$ cat config.mk
export PLATFORM = sky130hd
export DESIGN_NAME = irq_ctrl
export DESIGN_NICKNAME = d
export VERILOG_FILES = /design/src/rtl/irq_pkg.sv /design/src/rtl/irq_sync.sv /design/src/rtl/irq_capture.sv /design/src/rtl/irq_prio.sv /design/src/rtl/irq_ctrl.sv
export SDC_FILE = /design/constraint.sdc
export NUM_CORES = 1
export LEC_CHECK = 0
export ABC_AREA = 1
export BUFFER_PORTS_ARGS = -buffer_cell sky130_fd_sc_hd__buf_2
export CAP_MARGIN = 10
export CORE_MARGIN = 2
export CORE_UTILIZATION = 40
export DETAILED_ROUTE_END_ITERATION = 16
export GPL_ROUTABILITY_DRIVEN = 0
export HOLD_SLACK_MARGIN = 0.05
export PLACE_DENSITY_LB_ADDON = 0.12
export SYNTH_ARGS = -nofsm -noshare
export SYNTH_HDL_FRONTEND = slang
export SYNTH_SLANG_ARGS = --single-unit
$ cat constraint.sdc
create_clock -name clk -period 2.8 [get_ports clk]
set_clock_uncertainty 0.05 [all_clocks]
set_input_delay 0.28 -clock clk [delete_from_list [all_inputs] [get_ports clk]]
set_output_delay 0.28 -clock clk [all_outputs]
set_load 0.1 [all_outputs]
$ cat src/rtl/irq_pkg.sv
package irq_pkg;
   typedef enum logic {
      SENSE_LEVEL = 1'b0,
      SENSE_EDGE  = 1'b1
   } sense_e;

   localparam int unsigned PWRDN_LEVEL = 0;
endpackage

$ cat src/rtl/irq_sync.sv
module irq_sync #(
   parameter int unsigned WIDTH  = 9,
   parameter int unsigned STAGES = 2
) (
   input  logic             clk,
   input  logic             rst_n,
   input  logic [WIDTH-1:0] async_in,
   output logic [WIDTH-1:0] sync_out
);
   if (STAGES < 2) begin : g_bad_stages
      $error("irq_sync: STAGES must be at least 2");
   end

   logic [WIDTH-1:0] stage_q [STAGES];

   for (genvar s = 0; s < STAGES; s++) begin : g_stage
      always_ff @(posedge clk or negedge rst_n) begin
         if (!rst_n) begin
            stage_q[s] <= '0;
         end else if (s == 0) begin
            stage_q[s] <= async_in;
         end else begin
            stage_q[s] <= stage_q[(s == 0) ? 0 : s-1];
         end
      end
   end

   assign sync_out = stage_q[STAGES-1];
endmodule

$ cat src/rtl/irq_capture.sv
module irq_capture #(
   parameter int unsigned      WIDTH = 9,
   parameter logic [WIDTH-1:0] CFG   = '1
) (
   input  logic             clk,
   input  logic             rst_n,
   input  irq_pkg::sense_e  sense,
   input  logic [WIDTH-1:0] lvl_in,
   output logic [WIDTH-1:0] set_out
);
   logic [WIDTH-1:0] prev_q;

   always_ff @(posedge clk or negedge rst_n) begin
      if (!rst_n) begin
         prev_q <= '0;
      end else begin
         prev_q <= lvl_in;
      end
   end

   for (genvar i = 0; i < WIDTH; i++) begin : g_bit
      if (CFG[i]) begin : g_cfg
         logic rise;
         assign rise = lvl_in[i] & ~prev_q[i];
         assign set_out[i] = (sense == irq_pkg::SENSE_EDGE) ? rise : lvl_in[i];
      end else begin : g_lvl
         assign set_out[i] = lvl_in[i];
      end
   end
endmodule

$ cat src/rtl/irq_prio.sv
module irq_prio #(
   parameter int unsigned N     = 16,
   localparam int unsigned IDX_W = (N > 1) ? $clog2(N) : 1
) (
   input  logic [N-1:0]     req,
   output logic             any,
   output logic [IDX_W-1:0] idx
);
   always_comb begin
      any = 1'b0;
      idx = '0;
      for (int i = N-1; i >= 0; i--) begin
         if (req[i]) begin
            any = 1'b1;
            idx = IDX_W'(i);
         end
      end
   end
endmodule

$ cat src/rtl/irq_ctrl.sv
module irq_ctrl #(
   parameter int unsigned LEVELS      = 16,
   parameter int unsigned NUM_USR     = 6,
   parameter int unsigned NUM_IOL     = 2,
   parameter int unsigned USR_BASE    = 2,
   parameter int unsigned IOL_BASE    = 10,
   parameter int unsigned SYNC_STAGES = 2,
   localparam int unsigned LVL_W      = $clog2(LEVELS),
   localparam int unsigned NUM_EXT    = 1 + NUM_USR + NUM_IOL
) (
   input  logic               clk,
   input  logic               rst_n,
   input  logic               edge_mode,
   input  logic               pwrdn_req,
   input  logic [NUM_USR-1:0] usr_req,
   input  logic [NUM_IOL-1:0] iol_req,
   input  logic [LEVELS-1:0]  int_set,
   input  logic               mask_we,
   input  logic [LEVELS-1:0]  mask_wdata,
   input  logic               en_we,
   input  logic               en_wdata,
   input  logic               ack,
   output logic               irq_valid,
   output logic [LVL_W-1:0]   irq_level,
   output logic [LEVELS-1:0]  pend_o
);
   import irq_pkg::*;

   localparam logic [NUM_EXT-1:0] CFG_BITS = NUM_EXT'((1 << (1 + NUM_USR)) - 1);

   if (LEVELS < 2 || (1 << LVL_W) != LEVELS) begin : g_bad_levels
      $error("irq_ctrl: LEVELS must be a power of two of at least 2");
   end
   if (USR_BASE == PWRDN_LEVEL || USR_BASE + NUM_USR > LEVELS) begin : g_bad_usr
      $error("irq_ctrl: user levels out of range");
   end
   if (IOL_BASE < USR_BASE + NUM_USR || IOL_BASE + NUM_IOL > LEVELS) begin : g_bad_iol
      $error("irq_ctrl: expansion levels overlap or out of range");
   end

   logic [NUM_EXT-1:0] ext_raw, ext_sync, ext_set;
   logic [LEVELS-1:0]  ext_lvl, pend_q, mask_q, elig, ack_clr;
   logic               en_q;
   sense_e             sense;

   assign ext_raw = {iol_req, usr_req, pwrdn_req};
   assign sense   = edge_mode ? SENSE_EDGE : SENSE_LEVEL;

   irq_sync #(.WIDTH(NUM_EXT), .STAGES(SYNC_STAGES)) u_sync (
      .clk      (clk),
      .rst_n    (rst_n),
      .async_in (ext_raw),
      .sync_out (ext_sync)
   );

   irq_capture #(.WIDTH(NUM_EXT), .CFG(CFG_BITS)) u_cap (
      .clk     (clk),
      .rst_n   (rst_n),
      .sense   (sense),
      .lvl_in  (ext_sync),
      .set_out (ext_set)
   );

   for (genvar l = 0; l < LEVELS; l++) begin : g_map
      if (l == PWRDN_LEVEL) begin : g_pd
         assign ext_lvl[l] = ext_set[0];
      end else if (l >= USR_BASE && l < USR_BASE + NUM_USR) begin : g_usr
         assign ext_lvl[l] = ext_set[1 + l - USR_BASE];
      end else if (l >= IOL_BASE && l < IOL_BASE + NUM_IOL) begin : g_iol
         assign ext_lvl[l] = ext_set[1 + NUM_USR + l - IOL_BASE];
      end else begin : g_none
         assign ext_lvl[l] = 1'b0;
      end
   end

   for (genvar l = 0; l < LEVELS; l++) begin : g_elig
      if (l == PWRDN_LEVEL) begin : g_nmi
         assign elig[l] = pend_q[l];
      end else begin : g_gated
         assign elig[l] = pend_q[l] & mask_q[l] & en_q;
      end
   end

   irq_prio #(.N(LEVELS)) u_prio (
      .req (elig),
      .any (irq_valid),
      .idx (irq_level)
   );

   always_comb begin
      ack_clr = '0;
      if (ack && irq_valid) begin
         ack_clr[irq_level] = 1'b1;
      end
   end

   always_ff @(posedge clk or negedge rst_n) begin
      if (!rst_n) begin
         pend_q <= '0;
         mask_q <= '0;
         en_q   <= 1'b0;
      end else begin
         pend_q <= (pend_q | int_set | ext_lvl) & ~ack_clr;
         if (mask_we) mask_q <= mask_wdata;
         if (en_we)   en_q   <= en_wdata;
      end
   end

   assign pend_o = pend_q;
endmodule

## Word level (Yosys, flattened, before mapping)

Cells that the tools add are included.
Widths: inputs -> output; s select.

| cells by class | value |
|---|---|
| magnitude comparators | 2 |
| multiplexer cells | 43 |
| bitwise logic cells | 48 |
| reduce and logical (&&, ||, !) cells | 2 |

Operators by type and width:

| cell | count |
|---|---|
| $mux 4 | 16 |
| $and 1x1->1 | 37 |
| $mux 1 | 25 |
| $and 16x16->16 | 1 |
| $mux 16 | 1 |
| $not 16->16 | 1 |
| $or 16x12->16 | 1 |
| $or 16x16->16 | 1 |
| $not 1->1 | 7 |
| $lt 4x5->1 const B | 1 |
| $demux 1 s4 | 1 |
| $ge 4x1->1 const B | 1 |
| $logic_and 1x1->1 | 2 |

| storage, ports and cells | value |
|---|---|
| register bits after elaboration | 58 |
| output and inout port bits | 21 |
| word-level logic and storage cells | 101 |

## Logic depth before layout (Yosys ltp)

Gate-level depths: netlist of run 1.

| logic depth | value |
|---|---|
| word-level depth | 25 |
| gate-level depth with buffers | 21 |

## Hierarchy

Synthesis of run 1 repeated with hierarchy kept, for this count alone.

| second synthesis, totals | value |
|---|---|
| cells, all modules | 282 |
| area total of the unflattened synthesis | 2,429.8 µm² |

Modules (own cells, without submodules):

| module | times used | cells each | area an instance (µm²) | sequential area each (µm²) |
|---|---|---|---|---|
| irq_ctrl | 1 | 183 | 1,451.4 | 800.8 |
| irq_sync | 1 | 27 | 518.0 | 450.4 |
| irq_capture | 1 | 23 | 251.5 | 175.2 |
| irq_prio | 1 | 49 | 209.0 | 0.0 |

## Worst setup path after synthesis of run 1

No wires, ideal clock.

| timing path | value |
|---|---|
| path type | reg-to-reg |
| start | reg pend_q[15] (netlist: pend_o[15]) |
| end | reg pend_q[7] (netlist: pend_o[7]) |
| arrival | 2,926 ps |
| required time | 2,627 ps |
| path slack | -299 ps |
| cell stages (with the launch flop) | 12 |
| path buffers | 0 |
| cell sequence | dfrtp_1 > inv_1 > nor2_4 > inv_1 > nand4_1 > nand2_1 > a21oi_2 > inv_2 > nor2_4 > nand4_1 > o31ai_1 > inv_2 |

| between the ends | value |
|---|---|
| longest elaborated chain between the ends | 25 |
| elaborated cells between the ends (all ways) | 43 |
| those cells by class | order compare: 2; mux: 35; bitwise: 4; reduce/logical: 2 |

RTL lines:

| element | RTL line | source |
|---|---|---|
| start, declared | irq_ctrl.sv:42 | `logic [LEVELS-1:0] ext_lvl, pend_q, mask_q, elig, ack_clr;` |
| start signal, assigned | irq_ctrl.sv:103 | `pend_q <= (pend_q \| int_set \| ext_lvl) & ~ack_clr;` |
| $and 1x1->1 (*) (2 in a row) | irq_ctrl.sv:80 | `assign elig[l] = pend_q[l] & mask_q[l] & en_q;` |
| $mux 4 (*) (16 in a row) | irq_prio.sv:13 | `if (req[i]) begin` |
| net irq_level[2] | irq_ctrl.sv:24 | `output logic [LVL_W-1:0] irq_level,` |
| $lt 4x5->1 (implied by the code) / $ge 4x1->1 (equally long branches) | irq_ctrl.sv:93 | `ack_clr[irq_level] = 1'b1;` |
| $logic_and 1x1->1 (implied by the code) | irq_ctrl.sv:93 |  |
| $mux 1 (implied by the code) | irq_ctrl.sv:93 |  |
| $demux 1 s4 (*) | irq_ctrl.sv:93 |  |
| $mux 16 (*) | irq_ctrl.sv:92 | `if (ack && irq_valid) begin` |
| $not 16->16 (*) | irq_ctrl.sv:103 |  |
| $and 16x16->16 (*) | irq_ctrl.sv:103 |  |

Mark *: on every way through the listed nets, which the timed path passes. The rest lies on a longest branch.
A chain may end at the register's enable or synchronous reset.

## Worst setup path in the final report of run 1

| timing path | value |
|---|---|
| start | reg en_q |
| end | out irq_level[3] |

| between the ends | value |
|---|---|
| longest elaborated chain between the ends | 17 |
| elaborated cells between the ends (all ways) | 31 |
| those cells by class | mux: 16; bitwise: 15 |

RTL lines:

| element | RTL line | source |
|---|---|---|
| start, declared | irq_ctrl.sv:43 | `logic en_q;` |
| start signal, assigned | irq_ctrl.sv:105 | `if (en_we) en_q <= en_wdata;` |
| $and 1x1->1 | irq_ctrl.sv:80 |  |
| $mux 4 (14 in a row) | irq_prio.sv:13 |  |
| $mux 4 (*) (2 in a row) | irq_prio.sv:13 |  |
| end, declared | irq_ctrl.sv:24 |  |

Mark *: on every way between the ends. The rest lies on a longest branch, timed or not.

==> impl_metrics.csv, run 1 <==
group,metric,value,unit
clocking,cts-htree-levels,3,
critical_path,cp_max_fo,10,
yosys,avgSynthCellArea,11.9,um^2
yosys,ys_seq_elements,57,
critical_path,r2r_end,"pend_o[3]",
hold_path,hold_class,"in2async",
timing,setup_viol,0,
yosys,yosysSeqAreaShare,57.6,%
critical_path,start_kind,"register",
timing,hold_ws,0.0412,ns
critical_path,path_buf_inv,2,
power,clock_power_share,29.9,%
layout,nFillCells,540,
critical_path,crit_arrival,2.25,ns
floorplanning,initial_core_util,41.6,%
timing,hold_viol_final,0,
place,port_buffers,67,
clocking,cts.sinks,57,
grt,grt_pass1_vias,1739,
timing,max_freq,0.387,GHz
power,switching_share,37.3,%
clocking,insertion_delay,0.33,ns
grt,grt-ovfl-total,0,
clocking,cts_tree,"done",
power,comb_power_share,31.4,%
layout,layout_commonest_cell,"buf_2",
routing,drt-initial-drc-count,109,
place,place_ws,0.413,ns
grt,grt_max_degree,58,
critical_path,worst-setup-path-type,"reg2out",
layout,design_area,0.00320,mm^2
routing,vias,1720,
routing,drtAntennaViolNets,0,
grt,track_usage,17.1,%
status,status,"completed",
clocking,cts_buffer_depth,2,
place,dpl-instance-area,0.00292,mm^2
critical_path,critPathTopFamily,"simple AND/OR/NAND/NOR gates",
place,place_hpwl,3680,um
power,vdd_drop_max,0.427,mV
yosys,syn_inst,208,
timing,timing.final.ws_setup,0.216,ns
floorplanning,ios,69,
layout,layout.cells.non_filler,373,
timing,rsz0062_at_grt,"no",
yosys,synthAdderAreaFrac,0,%
yosys,synth_compound_area_share,6.06,%
power,leakagePower,0.00144,uW
critical_path,rr_startpoint,"en_q",
routing,drc,0,
grt,grt_pass1_wl,8400,um
clocking,cts_made_buffers,9,
critical_path,r2r_setup_slack,0.69,ns
routing,avgRoutedWirePerCell,13.3,um
timing,setup-tns-final,0,ns
power,intPower,1530,uW
critical_path,end_kind,"output port",
yosys,synthSimpleGateAreaFrac,23.6,%
layout,fin_nets,341,
yosys,synth_top_family_by_area,"simple AND/OR/NAND/NOR gates",
yosys,syn-num-nets,256,
timing,finalCritPeriodShare,92.3,%
place,dpl.cell_count,348,
grt,antenna_found_initial,0,
yosys,ys_types,30,
layout,most-common-layout-cells,"buf_2 (65), dfrtp_1 (55), nand2_1 (29)",
layout,area_growth,29.3,%
routing,avgViaCountPerCell,4.61,
critical_path,reg2regPathDepth,10,
critical_path,max_stage_delay,0.52,ns
timing,finalCriticalPeriod,2.58,ns
routing,dr.pass1.iters,4,
critical_path,critPathSlowestCell,"dfrtp_2",
timing,slew_headroom,53.6,%
floorplanning,core,0.00596,mm^2
floorplanning,chipHeight,82.7,um
routing,wl,4970,um
critical_path,cp.required,2.47,ns
yosys,yosysWarnings,0,
floorplanning,rows,28,
yosys,synthXorXnorAreaFrac,0,%
job,maxCapViolations,0,
floorplanning,die_area,0.00684,mm^2
layout,num_antenna_cells,0,
timing,slew_violations,0,
timing,tightest_slew,0.696,ns
clocking,cts_setup_buffers,0,
yosys,synth_mux_area_share,7.27,%
layout,drive_gt1_share,50.0,%
yosys,netlist_area,0.00248,mm^2
clocking,cts-root-buf,"clkbuf_8",
clocking,path_clk_slew,0.06,ns
power,pwr_density_cell,762,mW/mm^2
floorplanning,die_w,82.7,um
critical_path,cp_cell_sequence,"buf_4 -> nand3_2 -> nand2_1 -> nor2_2 -> nand2_1 -> nor2_2 -> buf_2",
power,power.net_switching,910,uW
power,p_seq_share,38.7,%
-- cell usage after synthesis, drive strengths merged --
library cell | instances | area share (%)
clkinv | 1 | 0.20
a211o | 2 | 0.71
buf | 2 | 1.3
clkbuf | 2 | 0.30
nand2 | 38 | 7.7
dfrtp | 57 | 58
o211ai | 1 | 0.50
nor2 | 9 | 2.5
a21boi | 4 | 1.2
nand4 | 9 | 2.3
nand3 | 23 | 8.9
inv | 24 | 3.7
mux2 | 16 | 7.3
or2 | 5 | 1.3
nor3 | 3 | 1.0
o21ai | 2 | 0.40
o31ai | 6 | 1.8
a21oi | 4 | 1.4
-- final cells by class --
type / instances / area (um^2) / area share, %
Timing Repair Buffer: 78 / 470 / 14.7
Sequential cell: 57 / 1430 / 44.6
Clock buffer: 13 / 149 / 4.65
Tap cell: 75 / 93.8 / 2.93
Multi-Input combinational cell: 122 / 925 / 28.9
Inverter: 25 / 97.6 / 3.05
Clock inverter: 3 / 40.0 / 1.25
-- metal layers --
metal | vias to the layer above | GRT usage (%) | routed length (um)
met1 | 793 | 24.2 | 2400
met3 | 11 | 4.02 | 255
met4 | 0 | 8.36 | 112
met2 | 45 | 24.5 | 2200
met5 | - | 0 | 0
li1 | 871 | - | -
-- how the worst max path moves through the flow --
stage | from | endpoint | slack (ns) | depth (start not counted)
3_5_place_dp | en_q | irq_level[0] | 0.41 | 18
6_report | en_q | irq_level[3] | 0.22 | 7
3_3_place_gp | en_q | irq_level[0] | 0.43 | 18
4_1_cts | en_q | irq_level[0] | 0.04 | 18
2_1_floorplan | pend_o[11] | pend_o[7] | 0.1 | 9
5_1_grt | en_q | irq_level[0] | 0.02 | 19
-- cells by family after synthesis --
| family | count (synthesis) |
|---|---|
| and+or+nand+nor | 87 |
| DFF | 57 |
| buffers and inverters | 29 |
| AOI/OAI and AO/OA | 19 |
| muxes | 16 |
-- power groups by stage --
stage	Combinational, uW	Clock [uW]	Sequential (uW)
floorplan	421	0	1120
global placement	758	0	959
detailed placement	764	0	961
CTS	775	753	946
global route	825	802	954
finish	766	730	945
-- sequential cells by signal, summed over array words and instances (netlist names) --
| name | count |
|---|---|
| pend_o | 16 |
| u_sync.stage_q | 9 |
| mask_q | 15 |
| en_q | 1 |
| u_cap.prev_q | 7 |
| u_sync.sync_out | 9 |
-- per-stage QoR --
step                power [uW]  util (%)
floorplan                 1540         -
global placement          1720      49.1
detailed placement        1720      49.1
CTS                       2470      53.8
global route              2580      53.8
finish                    2440      53.8
-- what timing repair did --
item,4_1_cts,5_1_grt
hold buffers,9,0
endpoints found under the hold margin,9,0
gates resized for setup,0,1
endpoints found under the setup margin,0,3
Power figures use the tool's default switching activity.
==> run 2: changes to the inputs <==
- GPL_TIMING_DRIVEN: unset -> 0
- clock period: 2.8 -> 2.7 ns (I/O delays scaled with it)
==> impl_metrics.csv, run 2 (synthesis results as in run 1) <==
group,metric,value,unit
power,p_seq_share,36.9,%
layout,drive_gt1_share,50.8,%
timing,max_freq,0.401,GHz
routing,vias,1758,
power,intPower,1670,uW
routing,drt-initial-drc-count,62,
power,pwr_density_cell,807,mW/mm^2
clocking,path_clk_slew,0.06,ns
timing,timing.final.ws_setup,0.204,ns
power,switching_share,36.7,%
critical_path,crit_arrival,2.18,ns
routing,drtAntennaViolNets,0,
floorplanning,initial_core_util,41.6,%
grt,grt_pass1_vias,1753,
floorplanning,core,0.00596,mm^2
timing,rsz0062_at_grt,"no",
grt,antenna_found_initial,0,
critical_path,start_kind,"register",
layout,most-common-layout-cells,"buf_2 (64), dfrtp_1 (53), nand2_1 (29)",
hold_path,hold_class,"in2reg",
place,dpl.cell_count,350,
timing,setup_viol,0,
power,vdd_drop_max,0.382,mV
floorplanning,rows,28,
clocking,cts-root-buf,"clkbuf_8",
layout,largest_reg_flops,16,
grt,track_usage,17.4,%
job,maxCapViolations,0,
critical_path,cp_max_fo,10,
floorplanning,ios,69,
timing,hold_ws,0.0864,ns
place,place_hpwl,3890,um
power,comb_power_share,30.1,%
timing,setup-tns-final,0,ns
layout,nFillCells,579,
clocking,cts.sinks,57,
critical_path,cp-startpoint,"en_q",
critical_path,rr_startpoint,"en_q",
layout,design_area,0.00327,mm^2
timing,slew_violations,0,
routing,drc,0,
clocking,cts_made_buffers,9,
layout,layout.cells.non_filler,376,
timing,tightest_slew,0.720,ns
routing,dr.pass1.iters,4,
floorplanning,die_area,0.00684,mm^2
layout,layout_commonest_cell,"buf_2",
critical_path,cp.required,2.38,ns
timing,finalCriticalPeriod,2.50,ns
clocking,cts_tree,"done",
clocking,cts_setup_buffers,0,
grt,grt-ovfl-total,0,
timing,slew_headroom,52.0,%
floorplanning,chipHeight,82.7,um
clocking,cts_buffer_depth,2,
layout,area_growth,31.8,%
place,port_buffers,66,
critical_path,end_kind,"output port",
floorplanning,die_w,82.7,um
hold_path,min_from,"int_set[14]",
grt,grt_pass1_wl,8390,um
timing,finalCritPeriodShare,92.5,%
critical_path,worst-setup-path-type,"reg2out",
place,dpl-instance-area,0.00294,mm^2
power,leakagePower,0.00147,uW
layout,fin_nets,344,
status,status,"completed",
clocking,cts-htree-levels,3,
power,clock_power_share,33.0,%
timing,hold_viol_final,0,
place,place_ws,0.369,ns
clocking,insertion_delay,0.33,ns
grt,grt_max_degree,32,
routing,wl,5200,um
routing,avgViaCountPerCell,4.68,
layout,num_antenna_cells,0,
routing,avgRoutedWirePerCell,13.8,um
power,power.net_switching,968,uW
-- run 2: cell count changes in the layout (fill, tap and decap cells not counted) --
cell,previous run,this run
dlygate4sd3_1,9,10
dfrtp_2,2,4
buf_2,65,64
bufinv_16,1,2
buf_4,2,1
clkinv_4,0,1
dfrtp_1,55,53
buf_6,0,2
-- run 2: area by class of cell --
class                   count  area (um^2)  share of cell area (%)
plain buffers               4         38.8                    1.19
clock buffers              11          141                    4.33
clock inverters             5         78.8                    2.41
inverters                  25         97.6                    2.99
multi-input cells         122          925                    28.3
flip-flops and latches     57         1430                    43.8
well taps                  75         93.8                    2.87
repair buffers             77          459                    14.1
-- run 2: metrics by stage --
stage	total power, uW	utilization (%)
after detailed placement	1760	49.3
after CTS	2660	54.7
after floorplan	1590	-
final	2640	54.8
after global placement	1750	49.0
after global routing	2770	54.8
-- run 2: power by group through the flow --
stage | combinational, uW | sequential [uW] | clock, uW
final | 793 | 973 | 870
after CTS | 792 | 974 | 893
after global placement | 766 | 988 | 0
after global routing | 851 | 982 | 942
after detailed placement | 775 | 989 | 0
after floorplan | 437 | 1160 | 0
-- run 2: layer usage --
metal	share of wire [%]	wire, um	track usage (%)	vias to the layer above
met5	0	0	0	-
met4	1.6	83	7.87	0
met3	6.3	329	6.30	6
met2	44	2310	25.2	49
met1	48	2480	23.3	827
li1	-	-	-	876
-- run 2: repair_timing --
| item | 4_1_cts | 5_1_grt |
|---|---|---|
| resized for setup | 1 | 3 |
| endpoints found under the setup margin | 1 | 2 |
| endpoints found under the hold margin | 35 | 0 |
| hold buffers | 10 | 0 |
| pin swaps | 0 | 0 |
-- run 2: worst paths after layout --
check                                endpoint  slack (ns)  cells past startpoint
setup / recovery                 irq_level[3]        0.20                      8
hold / removal                     pend_o[14]        0.09                      3
setup reg to reg                   pend_o[15]        0.70                     10
hold reg to reg            u_sync.sync_out[3]        0.30                      0
max in group asynchronous          pend_o[10]        1.55                      3
min in group asynchronous     u_cap.prev_q[2]        0.44                      2
-- run 2: critical path, cell delays in order (launching register included) --
cell	delay, ns
dfrtp_1	0.37
buf_6	0.14
buf_12	0.16
nand3_2	0.07
nand2_1	0.10
nor2_2	0.23
nand2_1	0.19
nor2_2	0.15
buf_2	0.43
